`config.mk`:
```
export PLATFORM = sky130hd
export DESIGN_NAME = axi_bank_rebase
export DESIGN_NICKNAME = d
export VERILOG_FILES = /design/src/rtl/axi_rebase_pkg.sv /design/src/rtl/rebase_offset_reg.sv /design/src/rtl/rebase_addr_chan.sv /design/src/rtl/axi_bank_rebase.sv
export SDC_FILE = /design/constraint.sdc
export NUM_CORES = 1
export LEC_CHECK = 0
export BUFFER_PORTS_ARGS = -buffer_cell sky130_fd_sc_hd__buf_2
export CORE_AREA = 2 2 388 390
export CTS_BUF_LIST = sky130_fd_sc_hd__clkbuf_16
export DETAILED_ROUTE_END_ITERATION = 6
export DIE_AREA = 0 0 390 392
export GPL_ROUTABILITY_DRIVEN = 0
export SETUP_SLACK_MARGIN = 0.2
export SLEW_MARGIN = 30
export SYNTH_ARGS = -nofsm -noshare
export SYNTH_HDL_FRONTEND = slang
export SYNTH_HIERARCHICAL = 1
export SYNTH_SLANG_ARGS = --single-unit
```
`constraint.sdc`:
```
create_clock -name clk -period 5.4 [get_ports clk]
set_input_delay 0.54 -clock clk [delete_from_list [all_inputs] [get_ports clk]]
set_output_delay 0.54 -clock clk [all_outputs]
set_load 0.01 [all_outputs]
```
`src/rtl/axi_rebase_pkg.sv`:
```
package axi_rebase_pkg;
  // Highest bank count the configuration range has slots for
  localparam int unsigned MAX_BANKS = 32;
  localparam int unsigned OFFS_W    = 64;
  localparam int unsigned CFG_DW    = 32;

  // Slot address for one half of one bank's offset: the low half sits at base+2*bank,
  // the high half directly after it
  function automatic logic [31:0] offs_slot(input logic [31:0] base,
                                            input int unsigned bank,
                                            input bit upper);
    return base + 32'(2 * bank) + (upper ? 32'd1 : 32'd0);
  endfunction
endpackage

```
`src/rtl/rebase_offset_reg.sv`:
```
module rebase_offset_reg
  import axi_rebase_pkg::*;
#(
  parameter int unsigned       BANK_IDX       = 0,
  parameter int unsigned       DCR_ADDR_W     = 12,
  parameter logic [31:0]       DCR_BASE       = 32'h20,
  parameter logic [OFFS_W-1:0] DEFAULT_OFFSET = '0
) (
  input  logic                  clk,
  input  logic                  rst_n,
  input  logic                  cfg_wr_valid,
  input  logic [DCR_ADDR_W-1:0] cfg_wr_addr,
  input  logic [CFG_DW-1:0]     cfg_wr_data,
  output logic [OFFS_W-1:0]     offset
);
  localparam logic [DCR_ADDR_W-1:0] LO_ADDR = DCR_ADDR_W'(offs_slot(DCR_BASE, BANK_IDX, 1'b0));
  localparam logic [DCR_ADDR_W-1:0] HI_ADDR = DCR_ADDR_W'(offs_slot(DCR_BASE, BANK_IDX, 1'b1));

  logic hit_lo, hit_hi;
  logic [OFFS_W-1:0] off_q;

  assign hit_lo = cfg_wr_valid && (cfg_wr_addr == LO_ADDR);
  assign hit_hi = cfg_wr_valid && (cfg_wr_addr == HI_ADDR);

  always_ff @(posedge clk) begin
    if (!rst_n) begin
      off_q <= DEFAULT_OFFSET;
    end else begin
      if (hit_lo) off_q[31:0]  <= cfg_wr_data;
      if (hit_hi) off_q[63:32] <= cfg_wr_data;
    end
  end

  assign offset = off_q;


  lo_load_chk: assert property (@(posedge clk) disable iff (!rst_n)
    (cfg_wr_valid && cfg_wr_addr == LO_ADDR) |=>
      (offset[31:0] == $past(cfg_wr_data)) && $stable(offset[63:32]));


  hi_load_chk: assert property (@(posedge clk) disable iff (!rst_n)
    (cfg_wr_valid && cfg_wr_addr == HI_ADDR) |=>
      (offset[63:32] == $past(cfg_wr_data)) && $stable(offset[31:0]));


  idle_hold_chk: assert property (@(posedge clk) disable iff (!rst_n)
    (!cfg_wr_valid || (cfg_wr_addr != LO_ADDR && cfg_wr_addr != HI_ADDR)) |=>
      $stable(offset));
endmodule

```
`src/rtl/rebase_addr_chan.sv`:
```
module rebase_addr_chan
  import axi_rebase_pkg::*;
#(
  parameter int unsigned ADDR_W = 40,
  parameter int unsigned ID_W   = 4
) (
  input  logic              s_valid,
  output logic              s_ready,
  input  logic [ADDR_W-1:0] s_addr,
  input  logic [ID_W-1:0]   s_id,
  input  logic [7:0]        s_len,
  input  logic [2:0]        s_size,
  input  logic [1:0]        s_burst,
  input  logic [OFFS_W-1:0] offset,
  output logic              m_valid,
  input  logic              m_ready,
  output logic [ADDR_W-1:0] m_addr,
  output logic [ID_W-1:0]   m_id,
  output logic [7:0]        m_len,
  output logic [2:0]        m_size,
  output logic [1:0]        m_burst
);
  localparam int unsigned PAD_W = OFFS_W - ADDR_W;

  logic [OFFS_W-1:0] sum_full;
  logic [OFFS_W-1:0] addr_ext;

  generate
    if (PAD_W > 0) begin : g_pad
      assign addr_ext = {{PAD_W{1'b0}}, s_addr};
    end else begin : g_nopad
      assign addr_ext = s_addr;
    end
  endgenerate

  always_comb begin
    sum_full = addr_ext + offset;
    m_addr   = sum_full[ADDR_W-1:0];
  end

  assign m_valid = s_valid;
  assign s_ready = m_ready;
  assign m_id    = s_id;
  assign m_len   = s_len;
  assign m_size  = s_size;
  assign m_burst = s_burst;
endmodule

```
`src/rtl/axi_bank_rebase.sv`:
```
module axi_bank_rebase
  import axi_rebase_pkg::*;
#(
  parameter int unsigned       NUM_BANKS      = 4,
  parameter int unsigned       ADDR_W         = 40,
  parameter int unsigned       ID_W           = 4,
  parameter int unsigned       DCR_ADDR_W     = 12,
  parameter logic [31:0]       DCR_BASE       = 32'h20,
  parameter logic [OFFS_W-1:0] DEFAULT_OFFSET = '0
) (
  input  logic                        clk,
  input  logic                        rst_n,
  input  logic                        cfg_wr_valid,
  input  logic [DCR_ADDR_W-1:0]       cfg_wr_addr,
  input  logic [CFG_DW-1:0]           cfg_wr_data,
  input  logic [NUM_BANKS-1:0]        s_aw_valid,
  output logic [NUM_BANKS-1:0]        s_aw_ready,
  input  logic [NUM_BANKS*ADDR_W-1:0] s_aw_addr,
  input  logic [NUM_BANKS*ID_W-1:0]   s_aw_id,
  input  logic [NUM_BANKS*8-1:0]      s_aw_len,
  input  logic [NUM_BANKS*3-1:0]      s_aw_size,
  input  logic [NUM_BANKS*2-1:0]      s_aw_burst,
  output logic [NUM_BANKS-1:0]        m_aw_valid,
  input  logic [NUM_BANKS-1:0]        m_aw_ready,
  output logic [NUM_BANKS*ADDR_W-1:0] m_aw_addr,
  output logic [NUM_BANKS*ID_W-1:0]   m_aw_id,
  output logic [NUM_BANKS*8-1:0]      m_aw_len,
  output logic [NUM_BANKS*3-1:0]      m_aw_size,
  output logic [NUM_BANKS*2-1:0]      m_aw_burst,
  input  logic [NUM_BANKS-1:0]        s_ar_valid,
  output logic [NUM_BANKS-1:0]        s_ar_ready,
  input  logic [NUM_BANKS*ADDR_W-1:0] s_ar_addr,
  input  logic [NUM_BANKS*ID_W-1:0]   s_ar_id,
  input  logic [NUM_BANKS*8-1:0]      s_ar_len,
  input  logic [NUM_BANKS*3-1:0]      s_ar_size,
  input  logic [NUM_BANKS*2-1:0]      s_ar_burst,
  output logic [NUM_BANKS-1:0]        m_ar_valid,
  input  logic [NUM_BANKS-1:0]        m_ar_ready,
  output logic [NUM_BANKS*ADDR_W-1:0] m_ar_addr,
  output logic [NUM_BANKS*ID_W-1:0]   m_ar_id,
  output logic [NUM_BANKS*8-1:0]      m_ar_len,
  output logic [NUM_BANKS*3-1:0]      m_ar_size,
  output logic [NUM_BANKS*2-1:0]      m_ar_burst
);
  logic [OFFS_W-1:0] bank_off [NUM_BANKS];

  generate
    for (genvar i = 0; i < NUM_BANKS; i++) begin : g_bank
      rebase_offset_reg #(
        .BANK_IDX      (i),
        .DCR_ADDR_W    (DCR_ADDR_W),
        .DCR_BASE      (DCR_BASE),
        .DEFAULT_OFFSET(DEFAULT_OFFSET)
      ) u_off (
        .clk         (clk),
        .rst_n       (rst_n),
        .cfg_wr_valid(cfg_wr_valid),
        .cfg_wr_addr (cfg_wr_addr),
        .cfg_wr_data (cfg_wr_data),
        .offset      (bank_off[i])
      );

      rebase_addr_chan #(.ADDR_W(ADDR_W), .ID_W(ID_W)) u_aw (
        .s_valid(s_aw_valid[i]),
        .s_ready(s_aw_ready[i]),
        .s_addr (s_aw_addr[i*ADDR_W +: ADDR_W]),
        .s_id   (s_aw_id[i*ID_W +: ID_W]),
        .s_len  (s_aw_len[i*8 +: 8]),
        .s_size (s_aw_size[i*3 +: 3]),
        .s_burst(s_aw_burst[i*2 +: 2]),
        .offset (bank_off[i]),
        .m_valid(m_aw_valid[i]),
        .m_ready(m_aw_ready[i]),
        .m_addr (m_aw_addr[i*ADDR_W +: ADDR_W]),
        .m_id   (m_aw_id[i*ID_W +: ID_W]),
        .m_len  (m_aw_len[i*8 +: 8]),
        .m_size (m_aw_size[i*3 +: 3]),
        .m_burst(m_aw_burst[i*2 +: 2])
      );

      rebase_addr_chan #(.ADDR_W(ADDR_W), .ID_W(ID_W)) u_ar (
        .s_valid(s_ar_valid[i]),
        .s_ready(s_ar_ready[i]),
        .s_addr (s_ar_addr[i*ADDR_W +: ADDR_W]),
        .s_id   (s_ar_id[i*ID_W +: ID_W]),
        .s_len  (s_ar_len[i*8 +: 8]),
        .s_size (s_ar_size[i*3 +: 3]),
        .s_burst(s_ar_burst[i*2 +: 2]),
        .offset (bank_off[i]),
        .m_valid(m_ar_valid[i]),
        .m_ready(m_ar_ready[i]),
        .m_addr (m_ar_addr[i*ADDR_W +: ADDR_W]),
        .m_id   (m_ar_id[i*ID_W +: ID_W]),
        .m_len  (m_ar_len[i*8 +: 8]),
        .m_size (m_ar_size[i*3 +: 3]),
        .m_burst(m_ar_burst[i*2 +: 2])
      );


      aw_sum_chk: assert property (@(posedge clk) disable iff (!rst_n)
        s_aw_valid[i] |->
          ADDR_W'(m_aw_addr[i*ADDR_W +: ADDR_W] - s_aw_addr[i*ADDR_W +: ADDR_W])
            == bank_off[i][ADDR_W-1:0]);


      ar_sum_chk: assert property (@(posedge clk) disable iff (!rst_n)
        s_ar_valid[i] |->
          ADDR_W'(m_ar_addr[i*ADDR_W +: ADDR_W] - s_ar_addr[i*ADDR_W +: ADDR_W])
            == bank_off[i][ADDR_W-1:0]);


      handshake_chk: assert property (@(posedge clk) disable iff (!rst_n)
        (m_aw_valid[i] == s_aw_valid[i]) && (s_aw_ready[i] == m_aw_ready[i]) &&
        (m_ar_valid[i] == s_ar_valid[i]) && (s_ar_ready[i] == m_ar_ready[i]));
    end
  endgenerate
endmodule

```
==> results.sh <==
export IMPL_max_freq_mhz=231
export IMPL_power_density_nw_per_um2=122
export IMPL_clk_path_buf_depth=2
export IMPL_num_rows=142
export IMPL_rsz0062_at_grt="false"
export IMPL_max_stage_delay_ns=0.57
export IMPL_setup_viol=0
export IMPL_critPathKind="register to output port"
export IMPL_grt_pass1_wl_um=183000
export IMPL_drt_pre_antenna_iters=5
export IMPL_whs_path_depth=3
export IMPL_cts_htree_levels=4
export IMPL_fin_crit_ns=4.34
export IMPL_grt_start_max_net_pins=129
export IMPL_drc=0
export IMPL_wire_per_inst_um=23.5
export IMPL_place_area_sq_um=29900
export IMPL_dp_slack_ns=1.37
export IMPL_largest_register_ffs=160
export IMPL_viasPerCell=4.78
export IMPL_crit_chain="ha_1, fa_1, a21oi_1, o22ai_1, a2111o_1, o21bai_1, a21bo_1, o31ai_4, o311ai_1, buf_2"
export IMPL_cp_start_kind="register"
export IMPL_drive_gt1_frac=0.229
export IMPL_start_util=0.172
export IMPL_maxSlewHeadroom=0.379
export IMPL_worst_slew_pin_slew_ns=0.932
export IMPL_dieArea_sq_um=153000
export IMPL_cts_resized=0
export IMPL_portBuffers=686
export IMPL_cts_clk_slew_worst_paths_ns=0.10
export IMPL_hold_buffers=0
export IMPL_syn_inst=3312
export IMPL_area_growth_synth_to_final_pct=19.1
export IMPL_slew_viol_final=0
export IMPL_cap_violations=0
export IMPL_crit_buf_inv=1
export IMPL_cts_sinks=160
export IMPL_syn_avg_cell_area_sq_um=7.74
export IMPL_hp_start="cfg_wr_data[29]"
export IMPL_post_route_period_util=0.803
export IMPL_cts_setup_buffers=0
export IMPL_clock_skew_ns=0
export IMPL_overflow=0
export IMPL_regToRegEndpoint="g_bank[1].u_off/offset[39]"
export IMPL_rr_worst_depth=2
export IMPL_crit_family="compound AO/OA/AOI/OAI gates"
export IMPL_p_total_mw=3.72
export IMPL_post_route_util=0.205
export IMPL_die_x_um=390
export IMPL_ys_warn_count=6
export IMPL_fin_ws_ns=1.06
export IMPL_required_ns=4.86
export IMPL_drtAntennaViolNets=0
export IMPL_slowest_stage="a2111o_1"
export IMPL_reg2reg_from="g_bank[1].u_off/offset[39]"
export IMPL_cp_arrival_ns=3.80
export IMPL_rrSetupSlack_ns=4.47
export IMPL_vias=27500
export IMPL_whs_ns=0.453
export IMPL_final_area_sq_um=30600
export IMPL_vdd_drop_max_uv=227
export IMPL_wl_um=135000
export IMPL_syn_nets=4151
export IMPL_clkLatencyLatePin_ns=0.49
export IMPL_coreArea_sq_um=149000
export IMPL_critPathMaxFanout=4
export IMPL_root_buffer="clkbuf_16"
export IMPL_netlist_area_sq_um=25600
export IMPL_final_cell_count_no_fill=5743
export IMPL_grt_use_total=0.168
export IMPL_cts_tree="done"
export IMPL_grt_pass1_vias=25400
export IMPL_outcome="finished, final reports clean"
export IMPL_die_y_um=392
export IMPL_fin_nets=4597
export IMPL_cts_buffers=17
export IMPL_hold_class="input port to register"
export IMPL_crit_path_start="g_bank[1].u_off/offset[0]"
export IMPL_hold_violations=0
export IMPL_tns_ns=0
export IMPL_drtIter0Drc=1945
export IMPL_hold_path_end="g_bank[3].u_off/offset[29]"
export IMPL_antenna_found_initial=54
export IMPL_place_inst=5683
export IMPL_dpl_hpwl_um=113000
export IMPL_endpoint_kind="output port"
export IMPL_leakage_nw=14.8
export IMPL_pin_count=991
[report_power, final]
part | leakage (nW) | internal (mW) | switching, mW
registers | 1.29 | 1.18 | 0.000200
clock network | 0.301 | 0.636 | 0.729
logic | 13.2 | 0.415 | 0.756
[area by class of cell]
class                           instances  area [sq um]
Fill cell                           16700        118000
Multi-Input combinational cell       2807         20400
Timing Repair Buffer                  692          3500
Sequential cell                       160          3200
Tap cell                             1944          2430
Clock buffer                           17           425
Inverter                               80           300
Clock inverter                         15           191
Antenna cell                           28          70.1
[per-layer routing]
layer / global-route usage / routed length, um / vias to the layer above / part of all wire
li1: - / - / 13000 / -
met1: 0.209 / 56400 / 13000 / 0.42
met2: 0.266 / 60100 / 1212 / 0.45
met3: 0.0496 / 12100 / 287 / 0.090
met4: 0.0732 / 6250 / 18 / 0.046
met5: 0 / 103 / - / 0.00076
[cell usage in the layout, fill, tap and decap left out, types with 44 or more instances in the layout]
cell type,instances
xnor2_1,155
a21oi_1,304
nor3_1,48
nand2_1,483
nor2_1,177
nand3_1,69
ha_1,312
xor2_1,102
o21ai_0,108
dfxtp_1,160
a211oi_1,54
mux2i_1,160
o21bai_1,44
buf_2,685
a21o_1,186
inv_1,79
[worst max-delay path by stage]
stage                                 to  slack (ns)  depth (start not counted)
after floorplan           m_aw_addr[116]        2.10                         10
after global placement    m_aw_addr[154]        1.35                         12
after detailed placement  m_aw_addr[154]        1.37                         12
after CTS                  m_ar_addr[76]        1.04                         10
after global routing       m_aw_addr[66]        0.86                         11
final                      m_ar_addr[76]        1.06                         10
[worst reg2reg max path, stage by stage, from the launching register on]
cell     delay, ns
dfxtp_1       0.63
nand2_1       0.10
mux2i_1       0.13
(Power assumes the default switching activity.)
